## src/rtl/pmr_pkg.sv

```systemverilog
package pmr_pkg;

    typedef enum logic [1:0] {
        MODE_RUN  = 2'd0,
        MODE_IDLE = 2'd1,
        MODE_DOWN = 2'd2,
        MODE_WAKE = 2'd3
    } pmode_e;

    typedef struct packed {
        logic cpu_en;
        logic per_en;
        logic osc_en;
        logic ram_blk;
    } gate_t;

    // Clock and inhibit pattern implied by an operating state.
    function automatic gate_t gates_for(pmode_e m, logic dbg);
        gate_t g;
        g.cpu_en  = ((m == MODE_RUN) || (m == MODE_WAKE)) && !dbg;
        g.per_en  = (m != MODE_DOWN);
        g.osc_en  = (m != MODE_DOWN);
        g.ram_blk = (m == MODE_WAKE);
        return g;
    endfunction

endpackage

```

## src/rtl/pmr_mc_timer.sv

```systemverilog
module pmr_mc_timer #(
    parameter int OSC_PER_MC = 12
) (
    input  logic osc_clk,
    input  logic hold,
    input  logic run,
    output logic mc_stb
);
    localparam int CW = (OSC_PER_MC > 2) ? $clog2(OSC_PER_MC) : 1;
    localparam logic [CW-1:0] LAST = CW'(OSC_PER_MC - 1);

    logic [CW-1:0] phase;

    // Phase is parked at zero while reset is held, frozen while the oscillator is off.
    always_ff @(posedge osc_clk) begin
        if (hold) begin
            phase <= '0;
        end else if (run) begin
            phase <= (phase >= LAST) ? '0 : phase + CW'(1);
        end
    end

    assign mc_stb = run && !hold && (phase == LAST);

endmodule

```

## src/rtl/pmr_rst_filter.sv

```systemverilog
module pmr_rst_filter #(
    parameter int RST_MCS = 2
) (
    input  logic osc_clk,
    input  logic rst_pin,
    input  logic mc_stb,
    output logic rst_int
);
    localparam int FW = $clog2(RST_MCS + 1);
    localparam logic [FW-1:0] GOAL = FW'(RST_MCS - 1);
    localparam logic [FW-1:0] TOP  = FW'(RST_MCS);

    logic [FW-1:0] full_mcs;
    logic          clean;
    logic          rst_q;

    // clean: pin has been high on every clock of the current machine cycle.
    always_ff @(posedge osc_clk) begin
        if (mc_stb) begin
            clean <= 1'b1;
        end else if (!rst_pin) begin
            clean <= 1'b0;
        end
    end

    always_ff @(posedge osc_clk) begin
        if (!rst_pin) begin
            full_mcs <= '0;
            rst_q    <= 1'b0;
        end else if (mc_stb && clean) begin
            if (full_mcs == GOAL) begin
                rst_q <= 1'b1;
            end
            if (full_mcs != TOP) begin
                full_mcs <= full_mcs + FW'(1);
            end
        end
    end

    assign rst_int = rst_q;

endmodule

```

## src/rtl/pmr_mode_fsm.sv

```systemverilog
module pmr_mode_fsm
    import pmr_pkg::*;
#(
    parameter int IRQ_W = 5
) (
    input  logic             osc_clk,
    input  logic             rst_int,
    input  logic             rst_pin,
    input  logic             idle_req,
    input  logic             pd_req,
    input  logic [IRQ_W-1:0] irq_pend,
    input  logic             ale_pin,
    input  logic             psen_pin,
    output pmode_e           mode,
    output logic             dbg
);
    logic   armed;
    pmode_e mode_nx;

    always_comb begin
        mode_nx = mode;
        unique case (mode)
            MODE_RUN: begin
                if (!dbg) begin
                    if (pd_req) begin
                        mode_nx = MODE_DOWN;
                    end else if (idle_req) begin
                        mode_nx = MODE_IDLE;
                    end
                end
            end
            MODE_IDLE: begin
                if (rst_pin) begin
                    mode_nx = MODE_WAKE;
                end else if (|irq_pend) begin
                    mode_nx = MODE_RUN;
                end
            end
            MODE_DOWN: mode_nx = MODE_DOWN;
            MODE_WAKE: begin
                if (!rst_pin) begin
                    mode_nx = MODE_RUN;
                end
            end
        endcase
    end

    // Internal reset acts as the synchronous reset of the state machine.
    always_ff @(posedge osc_clk) begin
        if (rst_int) begin
            mode  <= MODE_RUN;
            armed <= !ale_pin && psen_pin;
            dbg   <= rst_pin ? 1'b0 : (armed && !ale_pin);
        end else begin
            mode  <= mode_nx;
            armed <= 1'b0;
        end
    end

endmodule

```

## src/rtl/pmr_ctrl.sv

```systemverilog
module pmr_ctrl
    import pmr_pkg::*;
#(
    parameter int OSC_PER_MC = 12,
    parameter int RST_MCS    = 2,
    parameter int IRQ_W      = 5
) (
    input  logic             osc_clk,
    input  logic             rst_pin,
    input  logic             idle_req,
    input  logic             pd_req,
    input  logic [IRQ_W-1:0] irq_pend,
    input  logic             ale_pin,
    input  logic             psen_pin,
    output logic             cpu_clk_en,
    output logic             per_clk_en,
    output logic             osc_run,
    output logic             rst_int,
    output logic             ram_wr_block,
    output logic             dbg_float
);
    pmode_e mode;
    logic   dbg;
    logic   mc_stb;
    gate_t  g;

    assign g       = gates_for(mode, dbg);
    assign osc_run = g.osc_en || rst_pin;

    pmr_mc_timer #(.OSC_PER_MC(OSC_PER_MC)) u_timer (
        .osc_clk (osc_clk),
        .hold    (rst_int),
        .run     (osc_run),
        .mc_stb  (mc_stb)
    );

    pmr_rst_filter #(.RST_MCS(RST_MCS)) u_filter (
        .osc_clk (osc_clk),
        .rst_pin (rst_pin),
        .mc_stb  (mc_stb),
        .rst_int (rst_int)
    );

    pmr_mode_fsm #(.IRQ_W(IRQ_W)) u_fsm (
        .osc_clk  (osc_clk),
        .rst_int  (rst_int),
        .rst_pin  (rst_pin),
        .idle_req (idle_req),
        .pd_req   (pd_req),
        .irq_pend (irq_pend),
        .ale_pin  (ale_pin),
        .psen_pin (psen_pin),
        .mode     (mode),
        .dbg      (dbg)
    );

    assign cpu_clk_en   = g.cpu_en;
    assign per_clk_en   = g.per_en;
    assign ram_wr_block = g.ram_blk;
    assign dbg_float    = dbg;

endmodule

```

## config.mk

```make
export PLATFORM = sky130hd
export DESIGN_NAME = pmr_ctrl
export DESIGN_NICKNAME = d
export VERILOG_FILES = /design/src/rtl/pmr_pkg.sv /design/src/rtl/pmr_mc_timer.sv /design/src/rtl/pmr_rst_filter.sv /design/src/rtl/pmr_mode_fsm.sv /design/src/rtl/pmr_ctrl.sv
export SDC_FILE = /design/constraint.sdc
export NUM_CORES = 1
export LEC_CHECK = 0
export BUFFER_PORTS_ARGS = -buffer_cell sky130_fd_sc_hd__buf_4
export CORE_AREA = 2 2 46 48
export DETAILED_ROUTE_END_ITERATION = 10
export DIE_AREA = 0 0 48 50
export PLACE_DENSITY = 0.68
export SYNTH_ARGS = -nofsm -noshare
export SYNTH_HDL_FRONTEND = slang
export SYNTH_SLANG_ARGS = --single-unit
```

## constraint.sdc

```tcl
create_clock -name osc_clk -period 4.2 [get_ports osc_clk]
set_clock_uncertainty 0.15 [all_clocks]
set_input_delay 0.84 -clock osc_clk [delete_from_list [all_inputs] [get_ports osc_clk]]
set_output_delay 0.84 -clock osc_clk [all_outputs]
set_load 0.1 [all_outputs]
```

### Yosys cells after proc, flatten, opt, wreduce, memory -nomap -nowiden

Cells that the tools add are included.
W data, S select, Z words.

| word-level totals | value |
|---|---|
| logic and storage cells | 45 |
| register bits after elaboration | 12 |
| input port bits | 11 |

| cells by class | value |
|---|---|
| add/sub/neg operators | 2 |
| mux-type cells | 8 |
| eq/ne operators | 11 |
| reduce and logical (&&, ||, !) cells | 16 |
| $lt $le $gt $ge | 1 |

Operators by type and width:

| kind | count |
|---|---|
| $mux W2 | 6 |
| $ne A2 B2 Y1 const B | 4 |
| $pmux W2 S4 | 1 |
| $logic_and A1 B1 Y1 | 6 |
| $reduce_or A5 Y1 | 1 |
| $add A4 B1 Y4 const B | 1 |
| $eq A2 B1 Y1 const B | 2 |
| $eq A2 B2 Y1 const B | 2 |
| $eq A4 B4 Y1 const B | 1 |
| $ge A4 B4 Y1 const B | 1 |
| $mux W4 | 1 |
| $reduce_and A2 Y1 | 2 |
| $reduce_and A4 Y1 | 1 |
| $logic_not A1 Y1 | 3 |
| $ne A3 B2 Y1 const B | 1 |
| $ne A3 B3 Y1 const B | 1 |
| $add A2 B1 Y2 const B | 1 |
| $logic_not A2 Y1 | 1 |
| $logic_or A1 B1 Y1 | 2 |

### Logic depth before layout (Yosys ltp)

| logic depth | value |
|---|---|
| word-level depth | 6 |
| depth in mapped cells | 7 |
| depth with buffers taken out | 6 |

### Modules after synthesis

Synthesis repeated with hierarchy kept, for this count alone.

| unflattened totals | value |
|---|---|
| cells, all modules | 58 |
| area, all modules | 645.6 um^2 |

By module, submodules not included:

| module | cells each | instances | area an instance (um^2) |
|---|---|---|---|
| pmr_mc_timer | 20 | 1 | 215.2 |
| pmr_mode_fsm | 15 | 1 | 196.4 |
| pmr_rst_filter | 17 | 1 | 181.4 |
| pmr_ctrl | 6 | 1 | 52.6 |

### Worst setup path before layout

No wires, ideal clock.

| path | value |
|---|---|
| path type | register to output |
| start | register u_fsm.dbg |
| end | output cpu_clk_en |
| cell stages (with the launch flop) | 2 |
| arrival | 2203 ps |
| slack | 1007 ps |
| required time | 3210 ps |
| cells stage by stage | edfxtp_1 > nor2_1 |

| on the way | value |
|---|---|
| longest elaborated chain between the ends | 2 |

RTL lines:

| element | line | text |
|---|---|---|
| start: declaration | pmr_mode_fsm.sv:15 | `output logic dbg` |
| start signal: assignment | pmr_mode_fsm.sv:53 | `dbg <= rst_pin ? 1'b0 : (armed && !ale_pin);` |
| $logic_not A1 Y1 | n/a |  |
| $logic_and A1 B1 Y1 | pmr_pkg.sv:20 | `g.cpu_en = ((m == MODE_RUN) \|\| (m == MODE_WAKE)) && !dbg;` |
| end: declaration | pmr_ctrl.sv:15 | `output logic cpu_clk_en,` |

Every way passes these cells.

### Final worst setup path

| path | value |
|---|---|
| start | input rst_pin |
| end | output osc_run |

| on the way | value |
|---|---|
| longest elaborated chain between the ends | 1 |

RTL lines:

| element | line | text |
|---|---|---|
| start: declaration | pmr_ctrl.sv:9 | `input logic rst_pin,` |
| $logic_or A1 B1 Y1 | pmr_ctrl.sv:28 | `assign osc_run = g.osc_en \|\| rst_pin;` |
| end: declaration | pmr_ctrl.sv:17 | `output logic osc_run,` |

Every way passes these cells.

==> metrics.md <==
| Metric | Value |
|---|---|
| Synth cell types | 31 |
| Die width | around 48 microns |
| Status | completed |
| GPL Wtd Cong | around 0.76 |
| Met3 usage | 0.0220 |
| Boundary Pins | 17 |
| Vias in the first global route | roughly 470 |
| DRT iter0 DRCs | 1 |
| Sequential power share | 0.289 |
| Met1 usage | 0.136 |
| FMAX | ~400 MHz |
| Mapped Cells | 71 |
| DP HPWL | ~940 microns |
| Clk Latency, worst-skew pair | ~0.27 ns |
| Design area | approximately 860 sq um |
| GRT overflow | 0 |
| Largest area contributor in the netlist | dfxtp_1 |
| Fraction of layout cells with a size suffix above 1 | 0.307 |
| Worst R2R Start | u_fsm.mode[1]$_SDFFE_PP0P_ |
| Die ar. | around 0.0024 sq mm |
| Comb pwr share | 0.569 |
| CTS Hold Bufs | 0 |
| TritonCTS clock tree | built |
| Crit. End Element | output pin |
| Synth warn | 0 |
| Clock Power Share | 0.142 |
| Final setup fails | 0 |
| Placed cell count | about 110 |
| CTS Buf Count | 3 |
| Int Power | around 0.32 mW |
| Antenna diode count | 0 |
| Area delta synth->final | 20.8% |
| First-pass GRT wire length | between 1.5 and 2 mm |
| Drt pass-1 iters | 2 |
| Post_cts resized | 0 |
| Sw Ratio | 0.497 |
| Antenna viol nets, final | 0 |
| Remaining routing DRC violations | 0 |
| Placed inst area | ~820 sq um |
| Final slew viol count | 0 |
| DR vias | 517 |
| Global-route track usage on met2 | 0.153 |
| Power per Cell Area | between 700 and 800 mW/mm^2 |
| Layer with the highest usage | met2 |
| Max-cap violations | 0 |
| Crit path DAT | roughly 1.5 ns |
| Seq/Total Area, Yosys | 0.353 |
| Layout Nets | around 110 |
| Ranking of synthesized cells by area | dfxtp_1, ha_1, mux2i_1, edfxtp_1, nor2_1 |
| Synth Cell Area | just over 700 sq um |
| Starting Density | 0.373 |
| Worst-path clk slew | approximately 0.070 ns |
| Hold Path Sink | u_filter.clean$_SDFFE_PP1N_ |
| Detailed-route wire length per cell | 9.87 microns |
| Avg Cell Area, Syn | 9.99 sq um |
| Slew margin rel. | 0.773 |
| Finished Core Util | 0.451 |
| Slew @ Worst Pin | roughly 0.34 ns |
| Setup TNS | 0 ns |
| CORE AREA | 0.00190 sq mm |
| Final Hold Vio Count | 0 |
| Switching power | around 0.31 mW |
| Worst setup SP type | input port |
| Hold Path Class | reg2reg |
| LEAKAGE | 0.389 nW |
| Largest net degree at the start of global routing | 12 |
| Global Route Usage Sum | 0.108 |
| Hold path cells | 2 |
| IO buf count | 16 |
| Tcrit/Tclk final | 0.591 |
| Post-CTS setup buffer count | 0 |
| Vias per cell | approximately 4.5 |
| Worst r2r dst | u_fsm.mode[0]$_SDFFE_PP0P_ |
| CTS Buffer Depth | 2 |
| DRT Wirelength | around 1.1 mm |
| FF-to-FF path depth | 6 |
| CTS root buf | clkbuf_4 |
| HP Start | u_filter.clean$_SDFFE_PP1N_ |
| H-Tree Level Count | 1 |
| Worst vdd ir | between 200 and 300 uV |
| Setup CP Type | in2out |
| Post-synth top area share | 0.310 |
| Initial antenna violation count | 0 |
| CP max FO | 10 |
| Die height | approximately 50 microns |
| Reg2reg setup slack | about 2.5 ns |
| CP required | between 3 and 4 ns |
| Rows | 16 |
| Tmin final | 2.48 ns |
| Register bit total from synthesis | 12 |
| Post-Syn Nets | 89 |
| Total clock sinks | 12 |
| Finished Layout Cells | 115 |
| RSZ-0062 raised after global routing | no |
==> power by group through the flow <==
stage | combinational [mW] | sequential [mW] | clock, mW
global route | 0.390 | 0.186 | 0.0974
global placement | 0.355 | 0.183 | 0
finish | 0.357 | 0.181 | 0.0891
CTS | 0.362 | 0.182 | 0.0935
floorplan | 0.311 | 0.176 | 0
detailed placement | 0.361 | 0.185 | 0
==> Yosys cell counts <==
master / count
edfxtp_1: 1
nand2_1: 6
o31ai_1: 1
nor4_2: 1
nand2b_1: 2
buf_6: 2
dfxtp_1: 11
mux2i_1: 3
or2b_1: 1
a41oi_1: 1
and4bb_2: 1
and2_2: 1
nor3b_1: 2
a22oi_1: 1
o21bai_1: 1
a21oi_1: 1
nor2_1: 8
a21o_2: 1
a221oi_1: 1
ha_1: 7
inv_1: 5
nand3b_4: 1
and2_1: 1
xnor2_1: 2
nand2_4: 1
buf_12: 1
o21a_1: 1
xor2_1: 1
o21ai_0: 3
nand2b_4: 1
nor4_1: 1
==> routing by layer <==
layer / vias to the layer above / share of wire
li1: 275 / -
met1: 228 / 0.44
met2: 12 / 0.49
met3: 2 / 0.043
met4: 0 / 0.022
met5: - / 0
==> critical path, stage by stage <==
cell and delay (ns):
buf_4 0.13, nand2b_4 0.20, buf_4 0.31
==> placed cells by master (no fill, tap or decap), types with 2 or more instances in the layout <==
| cell | count |
|---|---|
| mux2i_1 | 3 |
| ha_1 | 7 |
| o21ai_0 | 3 |
| xnor2_1 | 2 |
| buf_4 | 16 |
| nor3b_1 | 2 |
| inv_1 | 5 |
| dfxtp_1 | 11 |
| nand2_1 | 6 |
| nor2_1 | 8 |
| clkbuf_4 | 3 |
| nand2b_1 | 2 |
==> through the flow <==
stage / worst slack (ns) / total power [mW] / hold slack [ns]
4_1_cts: 1.71 / 0.638 / 0.329
5_1_grt: 1.68 / 0.674 / 0.350
3_3_place_gp: 1.71 / 0.538 / 0.315
3_5_place_dp: 1.71 / 0.546 / 0.317
2_1_floorplan: 1.01 / 0.487 / 0.287
6_report: 1.72 / 0.628 / 0.324
==> registers in the layout, summed over array words and instances (netlist names) <==
signal,count
u_filter.rst_int,1
u_filter.clean,1
u_fsm.mode,2
u_timer.phase,4
u_fsm.armed,1
u_fsm.dbg,1
u_filter.full_mcs,2
==> how the worst max path moves through the flow <==
stage | start | end | slack, ns | cells after the start
after floorplan | u_fsm.dbg$_SDFFCE_PP0P_ | cpu_clk_en | 1.01 | 1
after global placement | rst_pin | osc_run | 1.71 | 3
after detailed placement | rst_pin | osc_run | 1.71 | 3
after CTS | rst_pin | osc_run | 1.71 | 3
after global routing | rst_pin | osc_run | 1.68 | 3
final | rst_pin | osc_run | 1.72 | 3
==> cell type report <==
type / instances / area, sq um
Clock buffer: 4 / 36.3
Fill cell: 200 / 1040
Inverter: 5 / 18.8
Multi-Input combinational cell: 51 / 398
Sequential cell: 12 / 250
Tap cell: 27 / 33.8
Timing Repair Buffer: 16 / 120
==> kinds of logic after synthesis <==
| family | synth area share |
|---|---|
| DFF | 0.353 |
| adders and majority gates | 0.123 |
| and+or+nand+nor | 0.250 |
| buffers and inverters | 0.0864 |
| xor gates and xnor gates | 0.0370 |
| AOI/OAI and AO/OA | 0.108 |
| muxes | 0.0423 |
Note: power is estimated with default switching activity, not from simulation.
